File: src/rtl/xlate_pkg.sv
package xlate_pkg;
  localparam int DEF_VA_W    = 16;
  localparam int DEF_PA_W    = 15;
  localparam int DEF_OFF_W   = 10;
  localparam int DEF_DEPTH   = 4;
  localparam int DEF_MADDR_W = 16;

  typedef enum logic {
    WK_IDLE = 1'b0,
    WK_WAIT = 1'b1
  } walk_state_e;
endpackage

File: src/rtl/xlate_tlb.sv
module xlate_tlb #(
  parameter int DEPTH   = 4,
  parameter int PAGE_W  = 6,
  parameter int FRAME_W = 5,
  localparam int IDX_W  = (DEPTH > 1) ? $clog2(DEPTH) : 1
) (
  input  logic               clk,
  input  logic               rst,
  input  logic               flush,
  input  logic [PAGE_W-1:0]  lk_page,
  output logic               lk_hit,
  output logic [IDX_W-1:0]   lk_idx,
  output logic [FRAME_W-1:0] lk_frame,
  output logic               lk_dirty,
  input  logic               upd_en,
  input  logic [IDX_W-1:0]   upd_idx,
  input  logic               fill_en,
  input  logic [PAGE_W-1:0]  fill_page,
  input  logic [FRAME_W-1:0] fill_frame,
  input  logic               fill_dirty
);
  logic               ent_valid [DEPTH];
  logic               ent_dirty [DEPTH];
  logic [PAGE_W-1:0]  ent_page  [DEPTH];
  logic [FRAME_W-1:0] ent_frame [DEPTH];
  logic [DEPTH-1:0]   match;
  logic [IDX_W-1:0]   rr_ptr;

  for (genvar g = 0; g < DEPTH; g++) begin : g_ent
    assign match[g] = ent_valid[g] && (ent_page[g] == lk_page);

    always_ff @(posedge clk) begin
      if (rst || flush) begin
        ent_valid[g] <= 1'b0;
        ent_dirty[g] <= 1'b0;
        ent_page[g]  <= '0;
        ent_frame[g] <= '0;
      end else if (fill_en && rr_ptr == IDX_W'(g)) begin
        ent_valid[g] <= 1'b1;
        ent_dirty[g] <= fill_dirty;
        ent_page[g]  <= fill_page;
        ent_frame[g] <= fill_frame;
      end else if (upd_en && upd_idx == IDX_W'(g)) begin
        ent_dirty[g] <= 1'b1;
      end
    end
  end

  always_comb begin
    lk_idx   = '0;
    lk_frame = '0;
    lk_dirty = 1'b0;
    for (int i = 0; i < DEPTH; i++) begin
      if (match[i]) begin
        lk_idx   = IDX_W'(i);
        lk_frame = ent_frame[i];
        lk_dirty = ent_dirty[i];
      end
    end
  end
  assign lk_hit = |match;

  always_ff @(posedge clk) begin
    if (rst || flush) begin
      rr_ptr <= '0;
    end else if (fill_en) begin
      if (rr_ptr == IDX_W'(DEPTH - 1)) rr_ptr <= '0;
      else                             rr_ptr <= rr_ptr + 1'b1;
    end
  end


  one_match_chk: assert property (@(posedge clk) disable iff (rst) $onehot0(match));

  flush_clears_chk: assert property (@(posedge clk) disable iff (rst) flush |=> !lk_hit);
endmodule

File: src/rtl/xlate_walker.sv
module xlate_walker #(
  parameter int PAGE_W  = 6,
  parameter int MADDR_W = 16
) (
  input  logic               clk,
  input  logic               rst,
  input  logic               start,
  input  logic [PAGE_W-1:0]  page,
  input  logic [MADDR_W-1:0] ptbr,
  input  logic               mem_rd_valid,
  output logic               busy,
  output logic               done,
  output logic               mem_rd_en,
  output logic [MADDR_W-1:0] mem_rd_addr
);
  import xlate_pkg::*;
  walk_state_e state;

  always_ff @(posedge clk) begin
    if (rst) begin
      state       <= WK_IDLE;
      mem_rd_en   <= 1'b0;
      mem_rd_addr <= '0;
    end else begin
      mem_rd_en <= 1'b0;
      case (state)
        WK_IDLE: if (start) begin
          state       <= WK_WAIT;
          mem_rd_en   <= 1'b1;
          mem_rd_addr <= ptbr + MADDR_W'(page);
        end
        WK_WAIT: if (mem_rd_valid) state <= WK_IDLE;
        default: state <= WK_IDLE;
      endcase
    end
  end

  assign busy = (state != WK_IDLE);
  assign done = (state == WK_WAIT) && mem_rd_valid;


  rd_pulse_chk: assert property (@(posedge clk) disable iff (rst) mem_rd_en |=> !mem_rd_en);
endmodule

File: src/rtl/page_xlate_top.sv
module page_xlate_top #(
  parameter int VA_W    = xlate_pkg::DEF_VA_W,
  parameter int PA_W    = xlate_pkg::DEF_PA_W,
  parameter int OFF_W   = xlate_pkg::DEF_OFF_W,
  parameter int DEPTH   = xlate_pkg::DEF_DEPTH,
  parameter int MADDR_W = xlate_pkg::DEF_MADDR_W,
  localparam int PAGE_W  = VA_W - OFF_W,
  localparam int FRAME_W = PA_W - OFF_W,
  localparam int PTE_W   = FRAME_W + 3
) (
  input  logic               clk,
  input  logic               rst,
  input  logic               flush,
  input  logic [MADDR_W-1:0] ptbr,
  input  logic               req_valid,
  output logic               req_ready,
  input  logic [VA_W-1:0]    req_vaddr,
  input  logic               req_write,
  output logic               rsp_valid,
  output logic [PA_W-1:0]    rsp_paddr,
  output logic               rsp_fault,
  output logic               rsp_dirty,
  output logic               rsp_was_ref,
  output logic               mem_rd_en,
  output logic [MADDR_W-1:0] mem_rd_addr,
  input  logic               mem_rd_valid,
  input  logic [PTE_W-1:0]   mem_rd_data
);
  localparam int IDX_W   = (DEPTH > 1) ? $clog2(DEPTH) : 1;
  localparam int RES_BIT = FRAME_W;
  localparam int MOD_BIT = FRAME_W + 1;
  localparam int REF_BIT = FRAME_W + 2;

  logic               accept, busy, done;
  logic               lk_hit, lk_dirty;
  logic [IDX_W-1:0]   lk_idx;
  logic [FRAME_W-1:0] lk_frame;
  logic [PAGE_W-1:0]  req_page, pend_page;
  logic [OFF_W-1:0]   req_off, pend_off;
  logic               pend_write;
  logic               pte_res, pte_mod, pte_ref;
  logic [FRAME_W-1:0] pte_frame;
  logic               fill_en;

  assign req_page  = req_vaddr[VA_W-1:OFF_W];
  assign req_off   = req_vaddr[OFF_W-1:0];
  assign req_ready = !busy;
  assign accept    = req_valid && req_ready;
  assign pte_frame = mem_rd_data[FRAME_W-1:0];
  assign pte_res   = mem_rd_data[RES_BIT];
  assign pte_mod   = mem_rd_data[MOD_BIT];
  assign pte_ref   = mem_rd_data[REF_BIT];
  assign fill_en   = done && pte_res;

  xlate_tlb #(.DEPTH(DEPTH), .PAGE_W(PAGE_W), .FRAME_W(FRAME_W)) tlb_i (
    .clk(clk), .rst(rst), .flush(flush),
    .lk_page(req_page), .lk_hit(lk_hit), .lk_idx(lk_idx),
    .lk_frame(lk_frame), .lk_dirty(lk_dirty),
    .upd_en(accept && lk_hit && req_write), .upd_idx(lk_idx),
    .fill_en(fill_en), .fill_page(pend_page), .fill_frame(pte_frame),
    .fill_dirty(pte_mod || pend_write)
  );

  xlate_walker #(.PAGE_W(PAGE_W), .MADDR_W(MADDR_W)) walk_i (
    .clk(clk), .rst(rst), .start(accept && !lk_hit), .page(req_page),
    .ptbr(ptbr), .mem_rd_valid(mem_rd_valid), .busy(busy), .done(done),
    .mem_rd_en(mem_rd_en), .mem_rd_addr(mem_rd_addr)
  );

  always_ff @(posedge clk) begin
    if (rst) begin
      pend_page  <= '0;
      pend_off   <= '0;
      pend_write <= 1'b0;
    end else if (accept && !lk_hit) begin
      pend_page  <= req_page;
      pend_off   <= req_off;
      pend_write <= req_write;
    end
  end

  always_ff @(posedge clk) begin
    if (rst) begin
      rsp_valid   <= 1'b0;
      rsp_paddr   <= '0;
      rsp_fault   <= 1'b0;
      rsp_dirty   <= 1'b0;
      rsp_was_ref <= 1'b0;
    end else begin
      rsp_valid <= 1'b0;
      rsp_fault <= 1'b0;
      if (accept && lk_hit) begin
        rsp_valid   <= 1'b1;
        rsp_paddr   <= {lk_frame, req_off};
        rsp_dirty   <= lk_dirty || req_write;
        rsp_was_ref <= 1'b1;
      end else if (done) begin
        rsp_valid <= 1'b1;
        if (pte_res) begin
          rsp_paddr   <= {pte_frame, pend_off};
          rsp_dirty   <= pte_mod || pend_write;
          rsp_was_ref <= pte_ref;
        end else begin
          rsp_fault   <= 1'b1;
          rsp_paddr   <= '0;
          rsp_dirty   <= 1'b0;
          rsp_was_ref <= 1'b0;
        end
      end
    end
  end


  fault_no_addr_chk: assert property (@(posedge clk) disable iff (rst)
    rsp_fault |-> (rsp_valid && rsp_paddr == '0));

  read_after_accept_chk: assert property (@(posedge clk) disable iff (rst)
    mem_rd_en |-> $past(req_valid && req_ready));

  miss_stalls_chk: assert property (@(posedge clk) disable iff (rst)
    (accept && !lk_hit) |=> !req_ready);
endmodule

File: config.mk
export PLATFORM = sky130hd
export DESIGN_NAME = page_xlate_top
export DESIGN_NICKNAME = d
export VERILOG_FILES = /design/src/rtl/xlate_pkg.sv /design/src/rtl/xlate_tlb.sv /design/src/rtl/xlate_walker.sv /design/src/rtl/page_xlate_top.sv
export SDC_FILE = /design/constraint.sdc
export NUM_CORES = 1
export LEC_CHECK = 0
export BUFFER_PORTS_ARGS = -buffer_cell sky130_fd_sc_hd__buf_2
export CAP_MARGIN = 20
export CORE_MARGIN = 2
export CORE_UTILIZATION = 55
export DETAILED_ROUTE_END_ITERATION = 8
export PLACE_DENSITY = 0.83
export RECOVER_POWER = 50
export SLEW_MARGIN = 5
export SYNTH_ARGS = -nofsm -noshare
export SYNTH_HDL_FRONTEND = slang
export SYNTH_HIERARCHICAL = 1
export SYNTH_SLANG_ARGS = --single-unit
File: constraint.sdc
create_clock -name clk -period 3.95 [get_ports clk]
set_input_delay 0 -clock clk [delete_from_list [all_inputs] [get_ports clk]]
set_output_delay 0 -clock clk [all_outputs]
set_load 0.05 [all_outputs]
==> results of run 1 <==
==> worst max path at each step <==
stage                         startpoint                      to  slack (ns)  depth (start not counted)
floorplan           tlb_i/ent_page[3][1]   walk_i/mem_rd_addr[2]        0.87                         14
global placement    tlb_i/ent_page[3][1]   walk_i/mem_rd_addr[6]        0.73                         12
detailed placement  tlb_i/ent_page[3][0]   walk_i/mem_rd_addr[8]        0.58                         11
CTS                 tlb_i/ent_page[3][0]   walk_i/mem_rd_addr[8]        0.56                         11
global route        tlb_i/ent_page[3][5]  walk_i/mem_rd_addr[11]        0.31                         11
finish                     req_vaddr[11]   walk_i/mem_rd_addr[8]        0.54                         13
==> synth_stat cells (4+ instances only) <==
cell type / instances / area (sq um)
nand2_1: 58 / 217.7
dfxtp_1: 57 / 1141
edfxtp_1: 51 / 1531
and2_1: 47 / 294.0
nor2_1: 31 / 116.4
a21oi_1: 23 / 115.1
a211oi_1: 22 / 165.2
o21ai_0: 21 / 105.1
nor3_1: 20 / 100.1
xnor2_1: 20 / 175.2
clkbuf_1: 18 / 67.56
nand3_1: 16 / 80.08
and3_1: 13 / 81.33
ha_1: 10 / 125.1
a21oi_2: 9 / 78.83
a31oi_1: 9 / 56.30
o31ai_1: 9 / 67.56
xor2_1: 9 / 78.83
inv_1: 8 / 30.03
nand3b_1: 8 / 60.06
buf_2: 6 / 30.03
nand4_1: 5 / 31.28
or3_1: 4 / 25.02
==> timing repair <==
item	4_1_cts	5_1_grt
buffers inserted	0	0
endpoints found under the hold margin	62	0
hold buffers	34	0
==> power by group through the flow <==
stage               registers (mW)  clock network (mW)  logic [mW]
detailed placement            1.28                   0       0.340
floorplan                     1.35                   0       0.167
global placement              1.28                   0       0.328
CTS                           1.26               0.646       0.367
global route                  1.26               0.683       0.394
finish                        1.26               0.627       0.363
==> registers in the layout, indices dropped and copies added (netlist names), 2 cells and up <==
name and count:
tlb_i/ent_page 24, tlb_i/ent_frame 20, walk_i/mem_rd_addr 16, rsp_paddr 15, pend_off 10, pend_page 6, tlb_i/ent_dirty 4, tlb_i/ent_valid 4
tlb_i/rr_ptr 2
==> metal layers <==
layer / GRT usage / vias to the layer above / wire [um]
met5: 0 / - / 0
met3: 0.05452 / 24 / 719
li1: - / 2091 / -
met1: 0.3013 / 2010 / 5219
met4: 0.09044 / 0 / 231
met2: 0.4305 / 170 / 6125
==> metrics by stage <==
stage                     total power [mW]  std cells
after floorplan                      1.516        525
after detailed placement             1.623        712
after global placement               1.609        712
final                                2.248        762
after CTS                            2.270        762
after global routing                 2.341        762
==> cells in the final DEF (no fill, tap or decap), types with 8 or more instances in the layout <==
| cell type | count |
|---|---|
| a211oi_1 | 22 |
| a21oi_1 | 23 |
| a21oi_2 | 9 |
| a31oi_1 | 9 |
| and2_1 | 41 |
| and3_1 | 13 |
| buf_2 | 45 |
| clkbuf_1 | 37 |
| clkbuf_8 | 9 |
| dfxtp_1 | 57 |
| dlygate4sd3_1 | 34 |
| edfxtp_1 | 51 |
| ha_1 | 10 |
| inv_1 | 8 |
| nand2_1 | 58 |
| nand3_1 | 16 |
| nand3b_1 | 8 |
| nor2_1 | 31 |
| nor3_1 | 20 |
| o21ai_0 | 21 |
| o31ai_1 | 9 |
| xnor2_1 | 20 |
| xor2_1 | 9 |
==> area by class of cell <==
type | count | area [sq um] | share of cell area
well taps | 129 | 161.4 | 0.02614
clock inverters | 7 | 62.56 | 0.01013
clock buffers | 9 | 123.9 | 0.02006
flip-flops and latches | 108 | 2673 | 0.4328
multi-input cells | 379 | 2377 | 0.3850
repair buffers | 120 | 734.5 | 0.1189
inverters | 10 | 42.54 | 0.006890
==> cell families (layout without fill, tap and decap cells) <==
group	count (synthesis)	in the layout	share of synthesized area
xor gates and xnor gates	29	29	0.04859
buffers and inverters	38	146	0.03399
DFF	108	108	0.5112
and+or+nand+nor	229	229	0.2343
muxes	2	2	0.003830
AOI/OAI and AO/OA	108	108	0.1403
adders and majority gates	11	11	0.02776
==> worst reg2reg max path, stage by stage, from the launching register on <==
cell and delay, ns:
edfxtp_1 0.39, xnor2_1 0.14, and4_4 0.22, and2_4 0.20, or2_1 0.27, or3_1 0.36
or3b_1 0.68, clkinv_4 0.26, nor2b_1 0.15, buf_4 0.26, nor2_1 0.08, a311oi_1 0.28
==> reports/qor.yml, run 1 <==
synth.distinct_cells: 60
chipWidth_um: 101.5
drive_above_1_share: 0.1390
clock_latency_ns: 0.37
worst-setup-path-type: "input port to flop"
routed_via_density: 5.636
wl_per_cell_um: 16.14
cp_num_buf_inv: 4
hold_ws_ns: 0.06474
critPathCaptureType: "flop"
port_buffers: 82
grt_use_total: 0.2471
hold_violations: 0
drtIter0Drc: 221
worstSetupStartpointType: "input port"
clkSinkCount: 108
async_reset_ff_frac: 0
ant_nets: 0
grt_setup_unrepaired: "no"
syn-num-nets: 582
synth_ff_type: "dfxtp_1"
num_vias: 4295
yosysWarnings: 6
required_ns: 4.22
min_from: "ptbr[0]"
synth-seq-cells: 108
cts_made_buffers: 9
combPwrFrac: 0.161
htree_levels: 3
fin_crit_ns: 3.408
worst-endpoint-arrival_ns: 3.68
nets: 685
hold_path.class: "input port to flop"
p_clk_frac: 0.279
synth_edf_count: 51
reg2reg_to: "walk_i/mem_rd_addr[8]"
core_sq_um: 9240
drt_first_pass_iters: 4
fmax_mhz: 293.4
place_ws_ns: 0.5826
drv_cap: 0
root_buffer: "clkbuf_8"
p_per_area_nw_per_um2: 364.1
gp_congestion: 0.8716
syn_area_per_cell_sq_um: 9.957
timing.final.ws_setup_ns: 0.5419
syn_area_sq_um: 5228
path_clk_slew_ns: 0.10
finalSetupTns_ns: 0
io_pins: 83
antenna_cells: 0
gr-total-overflow: 0
max_slew_margin: 0.4755
start_util: 0.5657
rows: 35
fin_area_sq_um: 6175
wl_um: 12300
cts.path.max_buffers: 2
fillers: 739
cts_tree: "yes"
syn_inst: 525
r2r_cells: 11
fin_crit_sh: 0.8628
intPower_mw: 1.583
max_stage_delay_ns: 0.68
fp.dieArea_sq_um: 10300
r2r_slack_ns: 0.56
p_switching_uw: 665.0
antenna_found_initial: 0
leakagePower_nw: 2.361
cts_resized: 0
dpl_cell_area_sq_um: 5694
grt_max_degree: 47
worstPathCellList: "dlygate4sd3_1 > buf_2 > xnor2_1 > and4_4 > and2_4 > or2_1 > or3_1 > or3b_1 > clkinv_4 > nor2b_1 > buf_4 > nor2_1 > a311oi_1"
area_growth_pct: 18.12
hold_end: "walk_i/mem_rd_addr[0]"
r2r-start: "tlb_i/ent_page[3][1]"
swShare: 0.2958
skew_ns: 0.01757
status: "completed"
drv_slew: 0
grt_pass1_wl_um: 19710
slowest_stage: "or3b_1"
drcViolationCount: 0
pwr-share-seq: 0.560
grt_pass1_vias: 4142
dp_hpwl_um: 8536
critPathMaxFanout: 24
tightest_slew_ns: 0.7839
hold_depth: 4
utilization: 0.6682
ir_worst_vdd_mv: 0.2194
yosysSeqAreaShare: 0.5112
cp_top_family: "simple AND/OR/NAND/NOR gates"
setup_violations: 0
die_y_um: 101.5
No activity file was read; power rests on OpenSTA's default activity.
==> run 2, diff against run 1 <==
--- a/config.mk
+++ b/config.mk
@@ -5,12 +5,13 @@
 export SDC_FILE = /design/constraint.sdc
 export NUM_CORES = 1
 export LEC_CHECK = 0
+export ABC_AREA = 1
 export BUFFER_PORTS_ARGS = -buffer_cell sky130_fd_sc_hd__buf_2
 export CAP_MARGIN = 20
 export CORE_MARGIN = 2
 export CORE_UTILIZATION = 55
 export DETAILED_ROUTE_END_ITERATION = 8
-export PLACE_DENSITY = 0.83
+export PLACE_DENSITY = 0.82
 export RECOVER_POWER = 50
 export SLEW_MARGIN = 5
 export SYNTH_ARGS = -nofsm -noshare
==> run 2 against run 1 <==
Clock power rose by 5.9%. Combinational power grew 21%. Clock skew decreased by 0.0056 ns. Design area grew 9.7%. Sequential cell count stayed put. Via count increased by 24%. Synthesized cell count is 50% higher. First-iteration DRC count rose by 69%. Critical path depth increased by 4. Worst hold slack worse by 0.038 ns. Count of clock-buffer cells in the layout grew 2. Fmax is 5.3% higher. Largest cell class unchanged. Highest routed layer unchanged.
==> reports/qor.yml, run 2 <==
status: "completed"
drv_cap: 0
yosysWarnings: 6
syn_area_sq_um: 5912
hold_violations: 0
largest-register: "tlb_i/ent_page"
die_y_um: 107.7
worstPathCellList: "dlygate4sd3_1 > clkbuf_1 > inv_2 > nand2_1 > nand2_1 > nor3_2 > nor2b_1 > nor2_1 > nand3_1 > buf_4 > inv_1 > nand2_4 > clkinv_4 > nand2_2 > clkinv_1 > o21ai_0 > a21oi_1"
layout_top_registers: "tlb_i/ent_page (24), tlb_i/ent_frame (20), walk_i/mem_rd_addr (16)"
worst_path_most_repeated_cell: "nand2_1"
grt_max_degree: 40
chipWidth_um: 107.7
critPathMaxFanout: 18
critPathCaptureType: "flop"
r2r_slack_ns: 0.97
worst-setup-path-type: "input port to flop"
port_buffers: 82
yosysMostFrequentCell: "nand2_1"
final_cell_mix: "217 x nand2_1, 106 x inv_1, 91 x nand3_1"
hold_depth: 3
antenna_found_initial: 0
worst-endpoint-arrival_ns: 3.50
max_slew_margin: 0.4600
antenna_cells: 0
yosys-top-cells-count: "210 x nand2_1, 106 x inv_1, 91 x nand3_1"
utilization: 0.6531
intPower_mw: 1.641
async_reset_ff_frac: 0
path_clk_slew_ns: 0.10
grt_pass1_vias: 4945
area_growth_pct: 14.56
wl_um: 14030
drive_above_1_share: 0.1363
synth.distinct_cells: 43
swShare: 0.3065
drt_first_pass_iters: 5
start_util: 0.5701
fmax_mhz: 308.9
cts_setup_buffers: 0
root_buffer: "clkbuf_8"
clock_latency_ns: 0.38
cts_made_buffers: 9
core_sq_um: 10370
reg2reg_to: "walk_i/mem_rd_addr[2]"
hold_end: "tlb_i/ent_frame[0][4]"
nets: 940
finalSetupTns_ns: 0
cts_resized: 0
hold_path.class: "input port to flop"
slowest_stage: "dlygate4sd3_1"
yosys.area.top_type_share: 0.2590
layout_commonest_cell: "nand2_1"
grt_use_total: 0.2533
gp_congestion: 0.8741
synth_ff_type: "dfxtp_1"
dp_hpwl_um: 10050
syn-num-nets: 842
synth_edf_count: 51
grt_pass1_wl_um: 23170
synth_area_leaders: "edfxtp_1 26%, dfxtp_1 19%, nand2_1 13%"
num_vias: 5323
grt_setup_unrepaired: "no"
cts.path.max_buffers: 2
worstSetupStartpointType: "input port"
largest_register_ffs: 24
drcViolationCount: 0
gr-total-overflow: 0
clkSinkCount: 108
wl_per_cell_um: 13.71
synth-seq-cells: 108
leakagePower_nw: 3.113
drv_slew: 0
cts_tree: "yes"
routed_via_density: 5.198
skew_ns: 0.01198
combPwrFrac: 0.186
min_from: "mem_rd_data[4]"
drtIter0Drc: 373
htree_levels: 3
synth_top_cell_by_area: "edfxtp_1"
setup_violations: 0
syn_inst: 785
pwr-share-seq: 0.533
syn_area_per_cell_sq_um: 7.531
p_clk_frac: 0.281
postCtsHoldBufs: 30
p_switching_uw: 725.0
fin_crit_ns: 3.237
r2r_cells: 15
yosysSeqAreaShare: 0.4521
max_stage_delay_ns: 0.52
fin_crit_sh: 0.8194
required_ns: 4.21
ant_nets: 0
io_pins: 83
p_per_area_nw_per_um2: 349.3
tightest_slew_ns: 0.8100
ir_worst_vdd_mv: 0.3336
fp.dieArea_sq_um: 11590
rows: 37
r2r-start: "tlb_i/ent_page[2][2]"
[run 2: changes by cell type in the layout (fill, tap and decap cells not counted), moves of 14 or more]
cell      before  now
xnor2_1       20    4
nand3_1       16   91
inv_1          8  106
nand2_2        0   14
a211oi_1      22    0
nor2_1        31   82
nor3_1        20    3
nand2_1       58  217
and2_1        41    0
[run 2: per-layer routing]
layer / up-vias / GRT usage / share of wire / wire length [um]
met4: 0 / 0.07418 / 0.014 / 195
met2: 156 / 0.4155 / 0.48 / 6727
met5: - / 0 / 0 / 0
met1: 2471 / 0.3402 / 0.45 / 6292
li1: 2681 / - / - / -
met3: 15 / 0.05024 / 0.058 / 820
[run 2: worst max-delay path by stage]
stage                     depth (start not counted)                    end  slack (ns)                 start
after floorplan                                  16  walk_i/mem_rd_addr[5]        1.59  tlb_i/ent_page[3][4]
after detailed placement                         14  walk_i/mem_rd_addr[2]         1.0  tlb_i/ent_page[3][4]
after global routing                             17  walk_i/mem_rd_addr[6]        0.41         req_vaddr[14]
after CTS                                        17  walk_i/mem_rd_addr[6]        0.96         req_vaddr[14]
final                                            17  walk_i/mem_rd_addr[2]        0.71         req_vaddr[14]
after global placement                           14  walk_i/mem_rd_addr[5]        1.14  tlb_i/ent_page[3][4]
[run 2: power groups by stage]
stage | Combinational (mW) | Clock (mW) | Sequential (mW)
after floorplan | 0.224 | 0 | 1.37
after global placement | 0.418 | 0 | 1.28
after detailed placement | 0.425 | 0 | 1.28
after CTS | 0.449 | 0.678 | 1.26
after global routing | 0.483 | 0.724 | 1.27
final | 0.440 | 0.664 | 1.26
[run 2: per-stage QoR]
stage	cell area (sq um)	hold slack [ns]	total power, mW	std cells	setup slack [ns]
6_report	6773	0.02707	2.366	1024	0.7132
5_1_grt	6773	0.02723	2.476	1024	0.4053
4_1_cts	6838	0.01129	2.387	1024	0.9582
3_5_place_dp	6342	0.2196	1.709	978	0.9963
3_3_place_gp	6342	0.2196	1.701	978	1.145
2_1_floorplan	5912	0.08392	1.594	785	1.588
[run 2: layout make-up]
class,count,area [sq um]
fill,949,3597
sequential,108,2673
multi-input combinational,529,2601
timing repair buffer,113,670.6
inverter,122,462.9
tap,136,170.2
clock buffer,11,162.7
clock inverter,5,32.53
[run 2: cells by family after synthesis]
family,count (synthesis),synth area share
and+or+nand+nor,440,0.3374
buffers and inverters,148,0.1050
DFF,108,0.4521
AOI/OAI and AO/OA,72,0.07217
adders and majority gates,11,0.02455
xor gates and xnor gates,6,0.008889
[run 2: worst max-delay path: cells and delay by family]
kind            cells  cell delay, ns
simple gates        8            1.12
compound gates      2            0.39
buf+inv             7            1.97
==> run 3, diff against run 2 <==
--- a/config.mk
+++ b/config.mk
@@ -9,9 +9,9 @@
 export BUFFER_PORTS_ARGS = -buffer_cell sky130_fd_sc_hd__buf_2
 export CAP_MARGIN = 20
 export CORE_MARGIN = 2
-export CORE_UTILIZATION = 55
+export CORE_UTILIZATION = 52
 export DETAILED_ROUTE_END_ITERATION = 8
-export PLACE_DENSITY = 0.82
+export PLACE_DENSITY = 0.81
 export RECOVER_POWER = 50
 export SLEW_MARGIN = 5
 export SYNTH_ARGS = -nofsm -noshare
==> constraint.sdc (replaced) <==
create_clock -name clk -period 2.95 [get_ports clk]
set_input_delay 0 -clock clk [delete_from_list [all_inputs] [get_ports clk]]
set_output_delay 0 -clock clk [all_outputs]
set_load 0.05 [all_outputs]
==> run 3 against run 2 <==
Critical path depth grew 1. Clock skew shrank 0.0015 ns. Via count grew 0.86%. Cell count grew 0.20%. Worst hold slack lost 0.024 ns. Non-clock buffer count shrank 2. Count of clock-buffer cells in the layout is the same. Sequential share of layout area shrank 0.45 points. Combinational power grew 36%. Register-to-register slack lost 0.59 ns.
==> reports/qor.yml, run 3 (same netlist as run 2, synthesis figures left out) <==
max_slew_margin: 0.5785
gr-total-overflow: 0
fmax_mhz: 377.4
p_clk_frac: 0.334
utilization: 0.6238
area_growth_pct: 15.89
worstSetupStartpointType: "input port"
grt_pass1_vias: 5052
die_y_um: 110.6
fin_crit_sh: 0.8982
r2r_slack_ns: 0.38
swShare: 0.2965
chipWidth_um: 110.6
fillers: 1009
htree_levels: 3
pwr-share-seq: 0.492
port_buffers: 82
worstPathCellList: "dlygate4sd3_1 > buf_2 > inv_2 > nand2_1 > nand2_1 > nor3_2 > nor2b_1 > nor2_1 > nand3_1 > inv_1 > nand2_4 > clkinv_4 > nand2_2 > clkinvlp_4 > buf_4 > nand2_1 > o21ai_0 > inv_1"
root_buffer: "clkbuf_16"
hold_violations: 0
min_from: "req_vaddr[12]"
drcViolationCount: 0
cp_num_buf_inv: 8
slowest_stage: "dlygate4sd3_1"
hold_depth: 3
fp.dieArea_sq_um: 12240
cp_top_family: "buffers and inverters"
routed_via_density: 5.233
combPwrFrac: 0.174
ir_worst_vdd_mv: 0.3496
max_stage_delay_ns: 0.52
r2r_cells: 17
critPathMaxFanout: 18
p_per_area_nw_per_um2: 501.3
reg2reg_to: "walk_i/mem_rd_addr[10]"
worst-setup-path-type: "input port to flop"
core_sq_um: 10980
drt_first_pass_iters: 5
cts.path.max_buffers: 2
cts_tree: "yes"
fin_crit_ns: 2.650
intPower_mw: 2.416
final_cell_mix: "210 x nand2_1, 105 x inv_1, 91 x nand3_1"
nets: 938
drtIter0Drc: 331
clkSinkCount: 108
ant_nets: 0
largest-register: "tlb_i/ent_page"
wl_um: 14570
worst-endpoint-arrival_ns: 2.95
r2r-start: "tlb_i/ent_page[2][3]"
p_switching_mw: 1.019
skew_ns: 0.01044
hold_path.class: "input port to flop"
drv_cap: 0
layout_commonest_cell: "nand2_1"
grt_pass1_wl_um: 24120
io_pins: 83
instances_no_fill: 1026
grt_use_total: 0.2393
tightest_slew_ns: 0.6350
grt_max_degree: 39
power_mw: 3.435
rows: 38
cts_made_buffers: 9
required_ns: 3.25
leakagePower_nw: 3.148
start_util: 0.5383
drive_above_1_share: 0.1524
gp_congestion: 0.9136
worst_path_most_repeated_cell: "nand2_1"
setup_violations: 0
wl_per_cell_um: 14.20
critPathCaptureType: "flop"
layout_top_registers: "tlb_i/ent_page (24), tlb_i/ent_frame (20), walk_i/mem_rd_addr (16)"
antenna_cells: 0
clock_latency_ns: 0.35
placed_cells: 985
antenna_found_initial: 0
num_vias: 5369
largest_register_ffs: 24
status: "completed"
dp_hpwl_um: 10380
hold_end: "pend_page[2]"
drv_slew: 0
path_clk_slew_ns: 0.07
run 3: metal layers:
metal  GRT usage  up-vias  wire length (um)
met5           0        -                 0
met4     0.06250        0               237
met3     0.04446       24               897
met2      0.3959      169              6932
met1      0.3245     2494              6505
li1            -     2682                 -
run 3: per-stage QoR:
stage / hold slack, ns / setup WS (ns) / TNS [ns] / area (sq um)
finish: 0.002983 / 0.3003 / 0 / 6852
global route: 0.01109 / -0.001871 / -0.001871 / 6852
detailed placement: 0.2100 / 0.2397 / 0 / 6370
CTS: 0.002561 / 0.1621 / 0 / 6879
floorplan: 0.08392 / 0.5876 / 0 / 5912
global placement: 0.2059 / 0.3381 / 0 / 6370
run 3: worst register-to-register path: stages (launching register included):
cell and delay (ns):
edfxtp_1 0.39, inv_1 0.06, nand2_1 0.08, nand4_1 0.13
nor2_1 0.05, nand2_1 0.17, inv_1 0.09, nor2_1 0.17
nand3_1 0.12, inv_1 0.11, nand2_4 0.15, clkinv_4 0.21
nand2_2 0.13, clkinvlp_4 0.23, buf_4 0.16, nand2_1 0.04
o21ai_0 0.13, inv_1 0.05
run 3: cell type report:
class                      count  area, sq um  area share
clock buffer                  11        242.7     0.03543
clock inverter                 5        36.28    0.005296
inverter                     122        466.7     0.06812
multi-input combinational    529         2619      0.3822
sequential                   108         2673      0.3901
tap                          140        175.2     0.02557
timing repair buffer         111        639.4     0.09332
run 3: power by group through the flow:
stage	registers (mW)	logic [mW]	clock network, mW
floorplan	1.83	0.300	0
global placement	1.72	0.567	0
detailed placement	1.72	0.572	0
CTS	1.69	0.599	1.17
global route	1.70	0.652	1.22
finish	1.69	0.597	1.15
run 3: what timing repair did:
| item | 4_1_cts | 5_1_grt |
|---|---|---|
| hold buffers | 23 | 0 |
| setup endpoints to repair | 0 | 15 |
| buffers inserted | 0 | 2 |
| resized for setup | 0 | 2 |
| endpoints found under the hold margin | 22 | 0 |
run 3: worst max path at each step:
stage	from	slack, ns	cells past startpoint	endpoint
global route	req_vaddr[14]	-0.002	16	walk_i/mem_rd_addr[6]
finish	req_vaddr[14]	0.30	18	walk_i/mem_rd_addr[10]
global placement	tlb_i/ent_page[3][4]	0.34	13	walk_i/mem_rd_addr[5]
detailed placement	tlb_i/ent_page[3][4]	0.24	13	walk_i/mem_rd_addr[2]
CTS	req_vaddr[14]	0.16	16	walk_i/mem_rd_addr[2]
floorplan	tlb_i/ent_page[3][4]	0.59	16	walk_i/mem_rd_addr[5]
